**src/rtl/gray_tile_pkg.sv**
```systemverilog
package gray_tile_pkg;
    typedef enum logic [1:0] {
        ST_GATHER = 2'd0,
        ST_EMIT   = 2'd1,
        ST_DONE   = 2'd2
    } emit_state_t;

    localparam int GRAY_W   = 7;
    localparam int GRAY_MAX = 125;
endpackage

```
**src/rtl/rgb565_pair_gray.sv**
```systemverilog
module rgb565_pair_gray
    import gray_tile_pkg::*;
(
    input  logic              clk,
    input  logic              rst_n,
    input  logic [7:0]        byte_in,
    input  logic              byte_vld,
    output logic              pix_vld,
    output logic [GRAY_W-1:0] gray
);
    logic       have_hi;
    logic [7:0] hi_q;
    logic [15:0] word;

    always_ff @(posedge clk) begin
        if (!rst_n) begin
            have_hi <= 1'b0;
            hi_q    <= '0;
        end else if (byte_vld) begin
            if (!have_hi) begin
                hi_q    <= byte_in;
                have_hi <= 1'b1;
            end else begin
                have_hi <= 1'b0;
            end
        end
    end

    always_comb begin
        word    = {hi_q, byte_in};
        pix_vld = byte_vld & have_hi;
        gray    = GRAY_W'(word[15:11]) + GRAY_W'(word[10:5]) + GRAY_W'(word[4:0]);
    end

    assert_gray_span_R2: assert property (@(posedge clk) disable iff (!rst_n)
        pix_vld |-> (gray <= GRAY_W'(GRAY_MAX)));
endmodule

```
**src/rtl/raster_tile_tracker.sv**
```systemverilog
module raster_tile_tracker #(
    parameter int TILE_W  = 20,
    parameter int TILE_H  = 15,
    parameter int TILES_X = 16,
    parameter int TILES_Y = 16,
    parameter int SAMP_DX = 5,
    parameter int SAMP_DY = 4,
    localparam int TXW   = $clog2(TILE_W),
    localparam int TYW   = $clog2(TILE_H),
    localparam int COL_W = $clog2(TILES_X),
    localparam int ROW_W = $clog2(TILES_Y),
    localparam int SXW   = $clog2(SAMP_DX),
    localparam int SYW   = $clog2(SAMP_DY)
) (
    input  logic             clk,
    input  logic             rst_n,
    input  logic             pix_vld,
    output logic             samp,
    output logic [COL_W-1:0] tcol,
    output logic [ROW_W-1:0] trow,
    output logic             row_end,
    output logic             frame_end
);
    localparam logic [TXW-1:0]   TX_LAST  = TXW'(TILE_W - 1);
    localparam logic [TYW-1:0]   TY_LAST  = TYW'(TILE_H - 1);
    localparam logic [COL_W-1:0] COL_LAST = COL_W'(TILES_X - 1);
    localparam logic [ROW_W-1:0] ROW_LAST = ROW_W'(TILES_Y - 1);
    localparam logic [SXW-1:0]   SX_LAST  = SXW'(SAMP_DX - 1);
    localparam logic [SYW-1:0]   SY_LAST  = SYW'(SAMP_DY - 1);

    logic [TXW-1:0] tx;
    logic [TYW-1:0] ty;
    logic [SXW-1:0] sxp;
    logic [SYW-1:0] syp;

    always_ff @(posedge clk) begin
        if (!rst_n) begin
            tx   <= '0;
            ty   <= '0;
            sxp  <= '0;
            syp  <= '0;
            tcol <= '0;
            trow <= '0;
        end else if (pix_vld) begin
            if (tx == TX_LAST) begin
                tx  <= '0;
                sxp <= '0;
                if (tcol == COL_LAST) begin
                    tcol <= '0;
                    if (ty == TY_LAST) begin
                        ty   <= '0;
                        syp  <= '0;
                        trow <= (trow == ROW_LAST) ? '0 : trow + 1'b1;
                    end else begin
                        ty  <= ty + 1'b1;
                        syp <= (syp == SY_LAST) ? '0 : syp + 1'b1;
                    end
                end else begin
                    tcol <= tcol + 1'b1;
                end
            end else begin
                tx  <= tx + 1'b1;
                sxp <= (sxp == SX_LAST) ? '0 : sxp + 1'b1;
            end
        end
    end

    always_comb begin
        samp      = (sxp == '0) && (syp == '0);
        row_end   = (tx == TX_LAST) && (tcol == COL_LAST) && (ty == TY_LAST);
        frame_end = row_end && (trow == ROW_LAST);
    end

    assert_tile_pos_R3: assert property (@(posedge clk) disable iff (!rst_n)
        (tx <= TX_LAST) && (ty <= TY_LAST));
endmodule

```
**src/rtl/tile_sum_bank.sv**
```systemverilog
module tile_sum_bank
    import gray_tile_pkg::*;
#(
    parameter int TILE_W  = 20,
    parameter int TILE_H  = 15,
    parameter int TILES_X = 16,
    parameter int SAMP_DX = 5,
    parameter int SAMP_DY = 4,
    parameter int ACC_W   = 11,
    localparam int COL_W   = $clog2(TILES_X),
    localparam int SX_N    = (TILE_W + SAMP_DX - 1) / SAMP_DX,
    localparam int SY_N    = (TILE_H + SAMP_DY - 1) / SAMP_DY,
    localparam int MAX_SUM = SX_N * SY_N * GRAY_MAX
) (
    input  logic               clk,
    input  logic               rst_n,
    input  logic               pix_vld,
    input  logic               samp,
    input  logic [COL_W-1:0]   tcol,
    input  logic               row_end,
    input  logic [GRAY_W-1:0]  gray,
    input  logic [ACC_W-1:0]   thresh,
    output logic [TILES_X-1:0] ge
);
    for (genvar c = 0; c < TILES_X; c++) begin : g_col
        logic [ACC_W-1:0] acc;

        always_ff @(posedge clk) begin
            if (!rst_n) begin
                acc <= '0;
            end else if (pix_vld && row_end) begin
                acc <= '0;
            end else if (pix_vld && samp && (tcol == COL_W'(c))) begin
                acc <= acc + ACC_W'(gray);
            end
        end

        assign ge[c] = (acc >= thresh);

        assert_acc_bound_R3: assert property (@(posedge clk) disable iff (!rst_n)
            acc <= ACC_W'(MAX_SUM));
    end
endmodule

```
**src/rtl/tile_row_emitter.sv**
```systemverilog
module tile_row_emitter
    import gray_tile_pkg::*;
#(
    parameter int TILES_X = 16,
    parameter int TILES_Y = 16,
    localparam int COL_W = $clog2(TILES_X),
    localparam int ROW_W = $clog2(TILES_Y),
    localparam int IDX_W = COL_W + ROW_W
) (
    input  logic               clk,
    input  logic               rst_n,
    input  logic               pix_vld,
    input  logic               row_end,
    input  logic               frame_end,
    input  logic [ROW_W-1:0]   trow,
    input  logic [TILES_X-1:0] ge,
    output logic               tile_bit,
    output logic               tile_bit_vld,
    output logic [IDX_W-1:0]   tile_idx,
    output logic               frame_done
);
    localparam logic [COL_W-1:0] COL_LAST = COL_W'(TILES_X - 1);

    emit_state_t        state_q, state_d;
    logic [TILES_X-1:0] snap_q;
    logic [ROW_W-1:0]   row_q;
    logic [COL_W-1:0]   col_q;
    logic               last_q;

    always_comb begin
        state_d = state_q;
        unique case (state_q)
            ST_GATHER: if (pix_vld && row_end) state_d = ST_EMIT;
            ST_EMIT:   if (col_q == COL_LAST)  state_d = last_q ? ST_DONE : ST_GATHER;
            ST_DONE:   state_d = ST_GATHER;
            default:   state_d = ST_GATHER;
        endcase
    end

    always_ff @(posedge clk) begin
        if (!rst_n) begin
            state_q <= ST_GATHER;
            snap_q  <= '0;
            row_q   <= '0;
            col_q   <= '0;
            last_q  <= 1'b0;
        end else begin
            state_q <= state_d;
            if (state_q == ST_GATHER && pix_vld && row_end) begin
                snap_q <= ge;
                row_q  <= trow;
                last_q <= frame_end;
                col_q  <= '0;
            end else if (state_q == ST_EMIT) begin
                col_q <= col_q + 1'b1;
            end
        end
    end

    always_comb begin
        tile_bit_vld = (state_q == ST_EMIT);
        tile_bit     = tile_bit_vld & snap_q[col_q];
        tile_idx     = {row_q, col_q};
        frame_done   = (state_q == ST_DONE);
    end

    assert_emit_step_R5: assert property (@(posedge clk) disable iff (!rst_n)
        (tile_bit_vld && $past(tile_bit_vld)) |-> (tile_idx == IDX_W'($past(tile_idx) + 1'b1)));
    assert_emit_close_R5: assert property (@(posedge clk) disable iff (!rst_n)
        $fell(tile_bit_vld) |-> ($past(tile_idx[COL_W-1:0]) == COL_LAST));
    assert_done_single_R7: assert property (@(posedge clk) disable iff (!rst_n)
        frame_done |=> !frame_done);
    assert_done_follows_R7: assert property (@(posedge clk) disable iff (!rst_n)
        frame_done |-> $past(tile_bit_vld));
endmodule

```
**src/rtl/gray_tile_binarizer.sv**
```systemverilog
module gray_tile_binarizer
    import gray_tile_pkg::*;
#(
    parameter int TILE_W  = 20,
    parameter int TILE_H  = 15,
    parameter int TILES_X = 16,
    parameter int TILES_Y = 16,
    parameter int SAMP_DX = 5,
    parameter int SAMP_DY = 4,
    parameter int ACC_W   = 11,
    localparam int COL_W = $clog2(TILES_X),
    localparam int ROW_W = $clog2(TILES_Y),
    localparam int IDX_W = COL_W + ROW_W
) (
    input  logic             clk,
    input  logic             rst_n,
    input  logic [7:0]       byte_in,
    input  logic             byte_vld,
    input  logic [ACC_W-1:0] thresh,
    output logic             tile_bit,
    output logic             tile_bit_vld,
    output logic [IDX_W-1:0] tile_idx,
    output logic             frame_done
);
    logic               pix_vld;
    logic [GRAY_W-1:0]  gray;
    logic               samp;
    logic [COL_W-1:0]   tcol;
    logic [ROW_W-1:0]   trow;
    logic               row_end;
    logic               frame_end;
    logic [TILES_X-1:0] ge;

    rgb565_pair_gray u_pair (
        .clk      (clk),
        .rst_n    (rst_n),
        .byte_in  (byte_in),
        .byte_vld (byte_vld),
        .pix_vld  (pix_vld),
        .gray     (gray)
    );

    raster_tile_tracker #(
        .TILE_W (TILE_W), .TILE_H (TILE_H), .TILES_X (TILES_X), .TILES_Y (TILES_Y),
        .SAMP_DX(SAMP_DX), .SAMP_DY(SAMP_DY)
    ) u_track (
        .clk       (clk),
        .rst_n     (rst_n),
        .pix_vld   (pix_vld),
        .samp      (samp),
        .tcol      (tcol),
        .trow      (trow),
        .row_end   (row_end),
        .frame_end (frame_end)
    );

    tile_sum_bank #(
        .TILE_W (TILE_W), .TILE_H (TILE_H), .TILES_X (TILES_X),
        .SAMP_DX(SAMP_DX), .SAMP_DY(SAMP_DY), .ACC_W (ACC_W)
    ) u_bank (
        .clk     (clk),
        .rst_n   (rst_n),
        .pix_vld (pix_vld),
        .samp    (samp),
        .tcol    (tcol),
        .row_end (row_end),
        .gray    (gray),
        .thresh  (thresh),
        .ge      (ge)
    );

    tile_row_emitter #(
        .TILES_X (TILES_X), .TILES_Y (TILES_Y)
    ) u_emit (
        .clk          (clk),
        .rst_n        (rst_n),
        .pix_vld      (pix_vld),
        .row_end      (row_end),
        .frame_end    (frame_end),
        .trow         (trow),
        .ge           (ge),
        .tile_bit     (tile_bit),
        .tile_bit_vld (tile_bit_vld),
        .tile_idx     (tile_idx),
        .frame_done   (frame_done)
    );
endmodule

```
**config.mk**
```make
export PLATFORM = sky130hd
export DESIGN_NAME = gray_tile_binarizer
export DESIGN_NICKNAME = d
export VERILOG_FILES = /design/src/rtl/gray_tile_pkg.sv /design/src/rtl/rgb565_pair_gray.sv /design/src/rtl/raster_tile_tracker.sv /design/src/rtl/tile_sum_bank.sv /design/src/rtl/tile_row_emitter.sv /design/src/rtl/gray_tile_binarizer.sv
export SDC_FILE = /design/constraint.sdc
export NUM_CORES = 1
export LEC_CHECK = 0
export ABC_AREA = 1
export CELL_PAD_IN_SITES_DETAIL_PLACEMENT = 0
export CELL_PAD_IN_SITES_GLOBAL_PLACEMENT = 2
export CORE_ASPECT_RATIO = 2
export CORE_MARGIN = 5
export CORE_UTILIZATION = 37
export CTS_BUF_LIST = sky130_fd_sc_hd__clkbuf_4 sky130_fd_sc_hd__clkbuf_8
export CTS_CLUSTER_DIAMETER = 120
export DETAILED_ROUTE_END_ITERATION = 10
export PLACE_DENSITY_LB_ADDON = 0.1
export SLEW_MARGIN = 10
export SYNTH_ARGS = -nofsm -noshare
export SYNTH_HDL_FRONTEND = slang
export SYNTH_SLANG_ARGS = --single-unit
```
**constraint.sdc**
```tcl
create_clock -name clk -period 7.98 [get_ports clk]
set_input_delay 2.394 -clock clk [delete_from_list [all_inputs] [get_ports clk]]
set_output_delay 2.394 -clock clk [all_outputs]
set_load 0.02 [all_outputs]
```
# Yosys cells after proc, flatten, opt, wreduce, memory -nomap -nowiden
# Index checks and enable logic that the tools add are counted.
# word_totals
ff_bits,234
wordCells,150
out_inout_bits,11
# op_classes
eq_ne,25
addsub,25
n_bitwise,4
n_lt_le_gt_ge,17
n_reduce_logical,35
n_mux,15
# op_table
op,n
11-bit by 7-bit adder with 11-bit output,16
11-bit greater-or-equal comparator,16
4-bit == test (second input constant),11
1-bit logical AND,24
4-bit by 1-bit adder with 4-bit output (second input constant),4
4-bit by 3-bit == test with 1-bit output (second input constant),4
4-bit 2-to-1 mux,3
2-bit 2-to-1 mux,5
4-bit by 2-bit == test with 1-bit output (second input constant),2
5-bit by 6-bit adder with 7-bit output,1
7-bit by 5-bit adder with 7-bit output,1
3-bit 2-to-1 mux,2
2-bit AND reduction,3
5-bit by 1-bit adder with 5-bit output (second input constant),1
5-bit == test (second input constant),1
4-bit by 5-bit < comparator with 1-bit output (second input constant),1
5-bit 2-to-1 mux,1
1-bit binary-select mux with 4-bit select,1
2-bit == test (second input constant),2
4-bit by 1-bit == test with 1-bit output (second input constant),1
2-bit logical NOT,2
4-bit logical NOT,1
2-bit one-hot mux with 2 select lines,1
4-bit AND reduction,1
12 further kinds,16

# Longest topological paths before layout
# logic_depth
ltp_word,6
mapped_depth,18

# By module
# From an unflattened synthesis, not the netlist that was laid out.
# hier_totals
hier_cells,3022
hier_area_um2,20090.5
# modules_own_cells
module,instances,area_each_um2,cells_per_inst
tile_sum_bank,1,17098.9,2602
tile_row_emitter,1,1183.6,165
raster_tile_tracker,1,1167.4,169
rgb565_pair_gray,1,640.6,86

# Worst setup path before layout
# OpenSTA, ideal clock, no wires.
# synth_timing
path_kind,in2reg
from,input byte_in[1]
to,register u_bank.g_col[12].acc[10]
cell_stages,16
arrival_time_ps,6183
setup_ps,115
path_slack_ps,1682
cell_sequence,inv_1 fa_1 inv_1 ha_1 fa_1 a21oi_1 nor2_1 nor2_1 xor2_1 ha_1 nand2_1 nand2_1 a21boi_0 o21ai_0 a21oi_1 nor2_1
# synth_via
elab_chain_len,2
# synth_rtl
element,line_no,rtl
start: declaration,gray_tile_binarizer.sv:17,"input logic [7:0] byte_in,"
7-bit by 5-bit adder with 7-bit output,rgb565_pair_gray.sv:32,gray = GRAY_W'(word[15:11]) + GRAY_W'(word[10:5]) + GRAY_W'(word[4:0]);
11-bit by 7-bit adder with 11-bit output,tile_sum_bank.sv:34,acc <= acc + ACC_W'(gray);
end signal: assignment,tile_sum_bank.sv:34,
end: declaration,tile_sum_bank.sv:26,logic [ACC_W-1:0] acc;
# Every way passes these cells.
# A chain may end at the register's enable or synchronous reset.

# Final worst setup path
# layout_timing
from,input byte_in[1]
to,register u_bank.g_col[13].acc[10]
# layout_via
elab_chain_len,2
# layout_rtl
element,line_no
7-bit by 5-bit adder with 7-bit output,rgb565_pair_gray.sv:32
11-bit by 7-bit adder with 11-bit output,tile_sum_bank.sv:34
end signal: assignment,tile_sum_bank.sv:34
end: declaration,tile_sum_bank.sv:26
# Every way passes these cells.

==> qor.yml <==
most-common-layout-cells: "nand2_1 (852), inv_1 (368), ha_1 (319), a21oi_1 (285), nor2_1 (283)"
crit_required_ps: 8470
synth_top_family_by_area: "simple AND/OR/NAND/NOR gates"
grt_setup_unrepaired: "no"
min-delay-path-class: "register to register"
io_buffers: 32
tns_ps: 0
whs_ps: 465
cp_common_cell: "nor2_1"
ys_warn_count: 0
gp_congestion: 0.825
crit_chain: "clkdlybuf4s50_1 -> inv_1 -> fa_1 -> inv_1 -> ha_2 -> fa_1 -> a21oi_1 -> nor2_1 -> nor2_1 -> xor2_4 -> buf_4 -> ha_1 -> nand2_1 -> nand2_1 -> a21boi_0 -> o21ai_0 -> a21oi_1 -> nor2_1"
synth_flop_cell: "dfxtp_1"
seq_power_share_pct: 33.8
cts_root_buffer: "clkbuf_8"
path_class: "input port to register"
dp_cells: 3610
p_clk_share_pct: 36.6
drt-total-wl_mm: 64.5
synthAdderAreaFrac_pct: 22.8
power.density_nw_per_um2: 162
pin_count: 33
grt_pass1_wl_mm: 99.8
clk_latency_ps: 620
grt_overflow: 0
synth.largest_area_cell: "dfxtp_1"
synth_compound_area_share_pct: 10.6
finClkSkew_ps: 38.8
cap_violations: 0
path_clk_slew_ps: 60
synth_seq_cells: 234
p_leak_uw: 0.0105
grt_max_degree: 47
slew_viol_final: 0
grt_pass1_vias: 18200
cts_setup_buffers: 0
start_util_pct: 37.2
end_kind: "register"
die_y_um: 335
period_needed_ps: 6000
routed-via-count: 18700
final_area_sq_um: 21600
synthTopCellsByArea: "dfxtp_1 (24%), ha_1 (21%), nand2_1 (16%)"
synth_top_area_share_pct: 24.0
synth_cells: 2926
synth-xor-area-share_pct: 1.26
dr.pass1.iters: 8
cts_tree: "built"
stdcell_count: 3686
route.detailed.drc: 0
drive_gt1_share_pct: 5.53
synth-edff-count: 0
hpwl_mm: 46.1
final_common_cell: "nand2_1"
critPathMaxFanout: 28
status: "complete, no violations"
placement.cell_area_sq_um: 20700
avgViaCountPerCell: 5.06
p_switching_uw: 1280
finalHoldViolCount: 0
antenna_found_initial: 1
avgSynthCellArea_sq_um: 6.67
switching_share_pct: 36.5
ys_seq_area_share_pct: 24.0
setup_viol: 0
ir_drop_uv: 125
cts.htree.levels: 2
numCtsBuffers: 43
grt_use_total_pct: 22.3
drt_iter0_drc: 717
critical_path.max_stage_delay_ps: 540
max_slew.worst_pin.slew_ps: 1010
slowest_stage: "fa_1"
postCtsHoldBufs: 0
wire_per_inst_um: 17.5
cts_buffer_depth: 3
max_slew_margin_pct: 32.7
cp.arrival_ps: 6490
die_w_um: 172
syn-num-nets: 3290
fmax_mhz: 167
power_uw: 3500
ant_nets: 0
synthArstFlopShare_pct: 0
netlist_area_sq_um: 19500
final_nets: 3354
fin_crit_sh_pct: 75.2
dieArea_sq_um: 57700
yosysUniqueCellTypes: 35
muxShareOfSynthArea_pct: 0
fp.coreArea_sq_um: 52400
area_growth_pct: 10.7
rows: 119
yosys.area_share.simple_pct: 32.6
clock_sinks: 234
p_int_uw: 2220
comb_power_share_pct: 29.6
cts_resized: 0
start_kind: "input port"
-- kinds of logic (layout without fill, tap and decap cells) --
group	Yosys count	in the layout
xor gates and xnor gates	28	28
buffers and inverters	423	517
DFF	234	234
other	0	1
AOI/OAI and AO/OA	394	394
adders and majority gates	342	342
and+or+nand+nor	1505	1505
-- worst max-delay path: cells and delay by family --
kind	cells	cell delay (ps)
fa+ha+maj	4	1580
buf+inv	4	1060
compound gates	4	720
simple gates	5	500
xor+xnor	1	160
-- cell usage after synthesis (20+ instances only) --
cell      instances
a21oi_1         285
fa_1             22
nor3_1           20
nand3b_1         29
nand2_1         852
o21ai_0          74
nor2_1          284
nand4_1          23
or2_2            35
dfxtp_1         234
nand3_1         246
xor2_1           23
inv_1           374
ha_1            320
-- final timing paths --
kind,from,endpoint,slack [ps],cells past startpoint
setup / recovery,byte_in[1],u_bank.g_col[13].acc[10]$_SDFFE_PP0P_,1980,18
hold / removal,u_emit.row_q[1]$_SDFFE_PN0P_,u_emit.row_q[1]$_SDFFE_PN0P_,470,2
setup reg to reg,u_pair.hi_q[4]$_SDFFE_PN0P_,u_bank.g_col[13].acc[10]$_SDFFE_PP0P_,3970,17
hold reg to reg,u_emit.row_q[1]$_SDFFE_PN0P_,u_emit.row_q[1]$_SDFFE_PN0P_,470,2
-- cell type report --
type	count	area (sq um)
inverters	380	1430
flip-flops and latches	234	4680
fillers	5657	30800
multi-input cells	2269	13200
diodes	1	2.50
well taps	665	832
clock buffers	72	891
clock inverters	3	21.3
repair buffers	62	558
-- power groups by stage --
| stage | logic (uW) | clock network [uW] | registers, uW |
|---|---|---|---|
| 2_1_floorplan | 699 | 0 | 1210 |
| 3_3_place_gp | 1030 | 0 | 1210 |
| 3_5_place_dp | 1040 | 0 | 1210 |
| 4_1_cts | 1050 | 1340 | 1180 |
| 5_1_grt | 1170 | 1380 | 1180 |
| 6_report | 1040 | 1280 | 1180 |
-- per-layer routing --
metal,wire [um],part of all wire (%),track usage (%)
met1,24800,39,24.1
met2,35600,55,43.7
met3,1660,2.6,2.23
met4,2300,3.6,7.67
met5,0,0,0
-- stage by stage --
stage,util [%],setup slack (ps)
2_1_floorplan,-,1680
3_3_place_gp,39.5,1430
3_5_place_dp,39.5,1350
4_1_cts,41.2,2030
5_1_grt,41.2,1760
6_report,41.2,1980
-- flip-flops by register name, summed over array words and instances (netlist names), 2 cells and up --
register and flops:
u_emit.row_q 4, u_track.tcol 4, u_track.tx 5, u_bank.g_col.acc 176, u_track.syp 2, u_emit.col_q 4, u_track.sxp 3, u_pair.hi_q 8
u_emit.state_q 2, u_emit.snap_q 16, u_track.trow 4, u_track.ty 4
Note: power is estimated with default switching activity, not from simulation.
